### config.mk
export PLATFORM = sky130hd
export DESIGN_NAME = tmr_capcmp_chan
export DESIGN_NICKNAME = d
export VERILOG_FILES = /design/src/rtl/tcc_pkg.sv /design/src/rtl/tcc_ctrl.sv /design/src/rtl/tcc_datapath.sv /design/src/rtl/tmr_capcmp_chan.sv
export SDC_FILE = /design/constraint.sdc
export NUM_CORES = 1
export LEC_CHECK = 0
export ABC_CLOCK_PERIOD_IN_PS = 1900
export BUFFER_PORTS_ARGS = -buffer_cell sky130_fd_sc_hd__buf_2
export CAP_MARGIN = 20
export CORE_MARGIN = 2
export CORE_UTILIZATION = 35
export CTS_BUF_LIST = sky130_fd_sc_hd__clkbuf_8
export DETAILED_ROUTE_END_ITERATION = 8
export PLACE_DENSITY_LB_ADDON = 0.1
export SLEW_MARGIN = 20
export SYNTH_ARGS = -nofsm -noshare
export SYNTH_HDL_FRONTEND = slang
export SYNTH_SLANG_ARGS = --single-unit
### constraint.sdc
create_clock -name clk -period 1.9 [get_ports clk]
set_clock_uncertainty 0.1 [all_clocks]
set_input_delay 0.38 -clock clk [delete_from_list [all_inputs] [get_ports clk]]
set_output_delay 0.38 -clock clk [all_outputs]
set_load 0.01 [all_outputs]
### src/rtl/tcc_pkg.sv
package tcc_pkg;
  typedef enum logic [1:0] {
    EDGE_FALL = 2'b00,
    EDGE_RISE = 2'b01,
    EDGE_RSVD = 2'b10,
    EDGE_BOTH = 2'b11
  } edge_sel_e;

  typedef struct packed {
    logic loadWr;
    logic loadCap;
    logic irqSet;
  } chan_stb_t;
endpackage

### src/rtl/tcc_ctrl.sv
module tcc_ctrl
  import tcc_pkg::*;
(
  input  logic      clk,
  input  logic      rstN,
  input  logic      capMode,
  input  logic [1:0] edgeSel,
  input  logic      pinSync,
  input  logic      cntTick,
  input  logic      cntOvf,
  input  logic      cntClr,
  input  logic      cntStop,
  input  logic      wrEn,
  input  logic      eqHit,
  input  logic      valIsZero,
  output chan_stb_t stb,
  output logic      irq
);
  logic pinPrev;
  logic zeroArmed;
  logic riseSeen, fallSeen, edgeValid;
  logic cmpHit, capHit;

  assign riseSeen = pinSync & ~pinPrev;
  assign fallSeen = ~pinSync & pinPrev;

  always_comb begin
    unique case (edge_sel_e'(edgeSel))
      EDGE_FALL: edgeValid = fallSeen;
      EDGE_RISE: edgeValid = riseSeen;
      EDGE_BOTH: edgeValid = riseSeen | fallSeen;
      default:   edgeValid = 1'b0;
    endcase
  end

  assign cmpHit = ~capMode & cntTick & eqHit & (~valIsZero | zeroArmed);
  assign capHit = capMode & edgeValid & ~cntStop;

  always_comb begin
    stb.loadWr  = ~capMode & wrEn;
    stb.loadCap = capHit;
    stb.irqSet  = cmpHit | capHit;
  end

  always_ff @(posedge clk) begin
    if (!rstN) begin
      pinPrev   <= 1'b0;
      zeroArmed <= 1'b0;
      irq       <= 1'b0;
    end else begin
      pinPrev <= pinSync;
      irq     <= stb.irqSet;
      if (cntOvf || cntClr)
        zeroArmed <= 1'b1;
      else if (cmpHit && valIsZero)
        zeroArmed <= 1'b0;
    end
  end

  // a compare pulse needs a counting cycle behind it
  p_irq_needs_tick_r3: assert property (@(posedge clk) disable iff (!rstN)
    irq |-> ($past(capMode) || $past(cntTick)));

  // reserved code never starts a capture
  p_rsvd_no_cap_r8: assert property (@(posedge clk) disable iff (!rstN)
    (capMode && edgeSel == 2'b10) |-> !stb.loadCap);
endmodule

### src/rtl/tcc_datapath.sv
module tcc_datapath
  import tcc_pkg::*;
#(
  parameter int CNT_W = 16
) (
  input  logic             clk,
  input  logic             rstN,
  input  chan_stb_t        stb,
  input  logic [CNT_W-1:0] wrData,
  input  logic [CNT_W-1:0] cntVal,
  output logic [CNT_W-1:0] value,
  output logic             eqHit,
  output logic             valIsZero
);
  localparam logic [CNT_W-1:0] ZERO = '0;

  always_ff @(posedge clk) begin
    if (!rstN)
      value <= ZERO;
    else if (stb.loadCap)
      value <= cntVal;
    else if (stb.loadWr)
      value <= wrData;
  end

  assign eqHit     = (value == cntVal);
  assign valIsZero = (value == ZERO);

  // a capture strobe lands the counter value in the register
  p_cap_load_r5: assert property (@(posedge clk) disable iff (!rstN)
    stb.loadCap |=> value == $past(cntVal));

  // a compare-mode write lands in the register
  p_cmp_wr_r2: assert property (@(posedge clk) disable iff (!rstN)
    (stb.loadWr && !stb.loadCap) |=> value == $past(wrData));
endmodule

### src/rtl/tmr_capcmp_chan.sv
module tmr_capcmp_chan
  import tcc_pkg::*;
#(
  parameter int CNT_W = 16
) (
  input  logic             clk,
  input  logic             rstN,
  input  logic             capMode,
  input  logic [1:0]       edgeSel,
  input  logic             wrEn,
  input  logic [CNT_W-1:0] wrData,
  output logic [CNT_W-1:0] rdData,
  input  logic [CNT_W-1:0] cntVal,
  input  logic             cntTick,
  input  logic             cntOvf,
  input  logic             cntClr,
  input  logic             cntStop,
  input  logic             pinSync,
  output logic             irq
);
  chan_stb_t stb;
  logic eqHit, valIsZero;

  tcc_ctrl u_ctrl (
    .clk(clk), .rstN(rstN), .capMode(capMode), .edgeSel(edgeSel),
    .pinSync(pinSync), .cntTick(cntTick), .cntOvf(cntOvf), .cntClr(cntClr),
    .cntStop(cntStop), .wrEn(wrEn), .eqHit(eqHit), .valIsZero(valIsZero),
    .stb(stb), .irq(irq)
  );

  tcc_datapath #(.CNT_W(CNT_W)) u_dp (
    .clk(clk), .rstN(rstN), .stb(stb), .wrData(wrData), .cntVal(cntVal),
    .value(rdData), .eqHit(eqHit), .valIsZero(valIsZero)
  );

  // a stop request in capture mode freezes the register
  p_stop_hold_r9: assert property (@(posedge clk) disable iff (!rstN)
    (capMode && cntStop) |=> $stable(rdData));

  // writes are ignored in capture mode when no pin transition occurs
  p_cap_wr_ignored_r11: assert property (@(posedge clk) disable iff (!rstN)
    (capMode && wrEn && $stable(pinSync)) |=> $stable(rdData));
endmodule

* After elaboration in Yosys (flattened, before gate mapping)
Index checks and enable logic that the tools add are counted.
** Operators by class
- Add/subtract/negate cells :: 0
- $mul :: 0
- Div/mod/pow operators :: 0
- Magnitude comparators :: 0
- Equal/unequal tests :: 3
- Shifts and indexed selects :: 0
- Mux-type cells :: 5
- Bitwise logic cells :: 16
- Reduce and logical (&&, ||, !) cells :: 6
** Operators with widths (count)
- $mux 16 :: 2
- $eq 16x16->1 :: 1
- $logic_not 16->1 :: 1
- $and 1x1->1 :: 8
- $not 1->1 :: 5
- $reduce_bool 2->1 :: 2
- $or 1x1->1 :: 3
- $pmux 1 s3 :: 1
- $eq 2x1->1 const B :: 1
- $eq 2x2->1 const B :: 1
- $logic_not 2->1 :: 1
- $mux 1 :: 2
- $logic_and 1x1->1 :: 1
- $logic_or 1x1->1 :: 1
** Word-level totals
- Register bits :: 19
- Latch bits :: 0
- Bits in writable memories :: 0
- ROM bits :: 0
- Bits of input ports :: 43
- Output and inout bits :: 17
- Word-level logic and storage cells :: 34
- Memories kept :: 0

* Depth between registers and ports, before layout
- Word-level depth :: 7
- Mapped depth :: 8
- Depth with buffers taken out :: 6

* Cells and area by module
Synthesis repeated with hierarchy kept, for this count alone.
** Unflattened totals
- Cells, all modules :: 138
- Area, all modules :: 1201.2 sq um
** By module, submodules not included
- tcc_datapath :: times used 1, cells each 112, area each 991.0 sq um, sequential area each 320.3 sq um
- tcc_ctrl :: times used 1, cells each 26, area each 210.2 sq um, sequential area each 60.1 sq um

* Worst setup path before layout
Ideal clock, no wire load.
- Path type :: in2reg
- Start point :: in pinSync
- End point :: reg u_dp.value[0]
- Library setup time :: 81 ps
- Arrival :: 1540 ps
- Data required time :: 1719 ps
- Path slack :: 179 ps
- Stages on the path :: 7
- Path buffers :: 2
- Path through :: inv_1 ha_1 o22a_4 or2_1 buf_6 buf_8 a211oi_2
** Between the ends
- Longest elaborated chain between the ends :: 7
- Elaborated cells on any way between the ends :: 9
- Those cells by class :: mux: 2; bitwise: 6; reduce/logical: 1
** Ends and longest elaborated chain
- start, declared :: line tmr_capcmp_chan.sv:18 : input logic pinSync,
- $not 1->1 :: line tcc_ctrl.sv:25 : assign fallSeen = ~pinSync & pinPrev;
- $and 1x1->1 :: line tcc_ctrl.sv:25
- $or 1x1->1 :: line tcc_ctrl.sv:31 : EDGE_BOTH: edgeValid = riseSeen | fallSeen;
- $pmux 1 s3 * :: line tcc_ctrl.sv:28 : unique case (edge_sel_e'(edgeSel))
- $and 1x1->1 * (2 in a row) :: line tcc_ctrl.sv:37 : assign capHit = capMode & edgeValid & ~cntStop;
- $mux 16 or $reduce_bool 2->1 (tied branches)
- end signal, assigned :: line tcc_datapath.sv:21 : value <= cntVal;
- end signal, assigned :: line tcc_datapath.sv:23 : value <= wrData;
- end, declared :: line tcc_datapath.sv:11 : output logic [CNT_W-1:0] value,
Every way passes the cells marked *; elsewhere a longest branch is shown, timed or not.
A chain may end at the register's enable or synchronous reset.

* Worst setup path in the final report
- Start point :: reg u_dp.value[7]
- End point :: reg u_ctrl.zeroArmed
** Between the ends
- Longest elaborated chain between the ends :: 6
- Elaborated cells on any way between the ends :: 8
- Those cells by class :: eq/ne: 1; bitwise: 4; reduce/logical: 3
** Ends and longest elaborated chain
- $logic_not 16->1 :: line tcc_datapath.sv:27 : assign valIsZero = (value == ZERO);
- $not 1->1 :: line tcc_ctrl.sv:36 : assign cmpHit = ~capMode & cntTick & eqHit & (~valIsZero | zeroArmed);
- $or 1x1->1 :: line tcc_ctrl.sv:36
- $and 1x1->1 :: line tcc_ctrl.sv:36
- $logic_and 1x1->1 * :: line tcc_ctrl.sv:55 : else if (cmpHit && valIsZero)
- $reduce_bool 2->1 (no source line) *
- end signal, assigned :: line tcc_ctrl.sv:48 : zeroArmed <= 1'b0;
- end signal, assigned :: line tcc_ctrl.sv:54 : zeroArmed <= 1'b1;
- end signal, assigned :: line tcc_ctrl.sv:56 : zeroArmed <= 1'b0;
- end, declared :: line tcc_ctrl.sv:20 : logic zeroArmed;
Marks and branches as above.

==> results.yml <==
synth:
  syn-num-nets: 167
  yosys.area.top_type_share_pct: 32.07
  synth_area_per_cell_sq_um: 9.722
  ys_top_cells_by_area: "sky130_fd_sc_hd__dfxtp_1, sky130_fd_sc_hd__mux2i_1, sky130_fd_sc_hd__xor2_1"
  synth.ff_latch_count: 19
  number_of_unique_standard_cell_types_used_by_synthesis: 28
  synth_warnings: 0
  synthesis.area_sq_mm: 0.001186
  synth.yosys.seq_area_share_pct: 32.07
  syn_inst: 122
  synth_top_cell_by_area: "sky130_fd_sc_hd__dfxtp_1"
finish:
  final-instance-count-excl-fill: 230
  antenna_cells: 0
  final_common_cell: "sky130_fd_sc_hd__buf_2"
  flow.area_growth_from_synthesis_pct: 33.97
  most-common-layout-cells: "sky130_fd_sc_hd__buf_2, sky130_fd_sc_hd__dfxtp_1, sky130_fd_sc_hd__mux2i_1, sky130_fd_sc_hd__nor3_1, sky130_fd_sc_hd__xor2_1"
  final_net_count: 230
  post_layout_instance_area_sq_mm: 0.001589
  final_layout_size_suffix_gt1_share_pct: 44.02
routing:
  totalWireLength_um: 3303
  drt_iter0_markers: 16
  post_drt_wl_per_cell_um: 14.36
  post_drt_via_cell_ratio: 5.017
  post-route-drc-count: 0
  vias: 1154
  drtAntennaViolNets: 0
  drt-pass1-iter-count: 4
worst_setup_path:
  critPathMaxFanout: 4
  critical_path_rt_ps: 1960
  worst_path_largest_cell_delay_ps: 380
  critical_path.slowest_cell: "sky130_fd_sc_hd__nor4_1"
  cp_cell_sequence: "nor4_1 -> nand4_1 -> or3_1 -> o311a_1"
  kind_of_end_point_of_the_critical_path: "flip-flop"
  worst-endpoint-arrival_ps: 1810
  family_with_the_most_delay_on_the_worst_path: "simple AND/OR/NAND/NOR gates"
  worst_setup_path_start_kind: "flip-flop"
  critPathKind: "flip-flop to flip-flop"
  worstPathBufferInverterCount: 0
clock_network:
  cts.htree.levels: 1
  clock_slew_seen_by_the_registers_of_the_worst_setup_and_hold_paths_ps: 80
  clock_latency_ps: 270
  post_cts_resized: 0
  post-cts-setup-buffer-count: 0
  cts-hold-fix-buffers: 0
  cts_tree: "done"
  numCtsBuffers: 3
  clockRootBuffer: "sky130_fd_sc_hd__clkbuf_8"
  tritoncts_num_sinks: 19
  ctsLongestPathBuffers: 2
placement:
  buffer_ports.inserted: 59
  place.detailed.instances: 226
  place_hpwl_um: 2603
  postPlaceCellArea_sq_mm: 0.001543
  final_gp_congestion: 0.7197
floorplanning:
  floorplan.rows: 21
  die_width_um: 62.22
  chipHeight_um: 62.22
  floorplan.die_area_sq_mm: 0.003871
  floorplan.initialDensity_pct: 36.11
  core_sq_mm: 0.003284
  ios: 60
timing:
  timing.setup.tns_ps: 0
  timing.fmax_mhz: 573.2
  max_slew.worst_pin.slew_ps: 481.3
  rsz0062_at_grt: "no"
  setup_violations: 0
  final.period_utilization_pct: 91.82
  fin_worst_hold_slack_ps: 274.3
  maxSlewViolCount: 0
  count_of_endpoints_failing_hold_in_the_final_timing_report: 0
  layout_min_cycle_time_ps: 1745
  relSlewSlack_pct: 67.62
grt:
  grt.overflow.total: 0
  grt_util_all_layers_pct: 17.27
  grt_first_pass_wirelength_um: 5333
  first_global_vias: 1180
  antenna_found_initial: 0
  grt_max_degree: 17
pwr:
  leakage_nw: 0.7122
  fin_total_pwr_mw: 1.018
  p_per_area_mw_per_mm2: 640.6
  ir_drop_v: 0.0002800
run_status:
  run_status: "completed"
hold_path:
  hold_path.class: "input port to flip-flop"
run:
  max_cap_viol_count: 0
-- per-stage QoR --
stage                     worst slack, ps  utilization (%)
final                               155.4            48.38
after global routing                79.85            48.38
after CTS                           164.0            48.38
after detailed placement            91.62            46.97
after global placement              140.2            46.97
after floorplan                     179.4                -
-- worst reg2reg max path, stage by stage, from the launching register on --
cell	delay (ps)
sky130_fd_sc_hd__dfxtp_1	350
sky130_fd_sc_hd__nor4_1	380
sky130_fd_sc_hd__nand4_1	180
sky130_fd_sc_hd__or3_1	330
sky130_fd_sc_hd__o311a_1	290
-- flip-flops by register name, indices dropped and copies added, names as in the netlist --
name	cells
u_dp.value	16
u_ctrl.pinPrev	1
u_ctrl.irq	1
u_ctrl.zeroArmed	1
-- final cells by class --
class | instances | area (sq um)
timing repair buffer | 66 | 347.8
clock inverter | 1 | 5.005
multi-input combinational | 92 | 745.7
inverter | 3 | 11.26
tap | 46 | 57.56
clock buffer | 3 | 41.29
fill | 343 | 1695
sequential | 19 | 380.4
-- report_power, final --
part / leakage, nW / internal [mW] / switching, mW
sequential: 0.156 / 0.426 / 0.0311
clock: 0.0255 / 0.147 / 0.151
combinational: 0.530 / 0.129 / 0.134
total: 0.712 / 0.702 / 0.316
-- synthesized netlist by cell type --
cell                        n
sky130_fd_sc_hd__o211ai_1   1
sky130_fd_sc_hd__nand3_1    1
sky130_fd_sc_hd__xor2_1    15
sky130_fd_sc_hd__buf_1      1
sky130_fd_sc_hd__inv_1      2
sky130_fd_sc_hd__a211oi_2   9
sky130_fd_sc_hd__buf_2      2
sky130_fd_sc_hd__nand2b_1   1
sky130_fd_sc_hd__o22a_4     1
sky130_fd_sc_hd__o32ai_1    1
sky130_fd_sc_hd__nand2_1    3
sky130_fd_sc_hd__clkbuf_1   3
sky130_fd_sc_hd__ha_1       2
sky130_fd_sc_hd__nor2b_1    2
sky130_fd_sc_hd__clkinv_1   1
sky130_fd_sc_hd__nand4_1    2
sky130_fd_sc_hd__o311a_1    1
sky130_fd_sc_hd__nor2_1     1
sky130_fd_sc_hd__buf_6      1
sky130_fd_sc_hd__mux2i_1   17
sky130_fd_sc_hd__or3_1      2
sky130_fd_sc_hd__a211oi_1   7
sky130_fd_sc_hd__nor3_1    17
sky130_fd_sc_hd__nor4_1     7
sky130_fd_sc_hd__buf_8      1
sky130_fd_sc_hd__xnor2_1    1
sky130_fd_sc_hd__or2_1      1
sky130_fd_sc_hd__dfxtp_1   19
-- worst paths after layout --
kind	from	end	slack, ps	cells after the start
worst max-delay path	u_dp.value[7]$_SDFFE_PN0P_	u_ctrl.zeroArmed$_SDFFE_PN0P_	160	4
worst min-delay path	rstN	u_ctrl.zeroArmed$_SDFFE_PN0P_	270	2
worst max register to register	u_dp.value[7]$_SDFFE_PN0P_	u_ctrl.zeroArmed$_SDFFE_PN0P_	160	4
worst min register to register	u_dp.value[8]$_SDFFE_PN0P_	u_dp.value[8]$_SDFFE_PN0P_	510	2
-- per-layer routing --
metal	routed length [um]	share of wire, %	GRT usage [%]	up-vias
met5	0	0	0	-
met4	58	1.8	6.667	0
met3	166	5.0	2.717	5
met2	1564	47	30.16	37
met1	1513	46	21.30	532
li1	-	-	-	580
-- cells by family after synthesis --
group / count (synthesis) / share of synthesized area [%]
muxes: 17 / 14.35
and+or+nand+nor: 37 / 16.77
AOI/OAI and AO/OA: 20 / 17.62
DFF: 19 / 32.07
adders and majority gates: 2 / 2.109
buffers and inverters: 11 / 5.273
xor gates and xnor gates: 16 / 11.81
No activity file was read; power rests on OpenSTA's default activity.
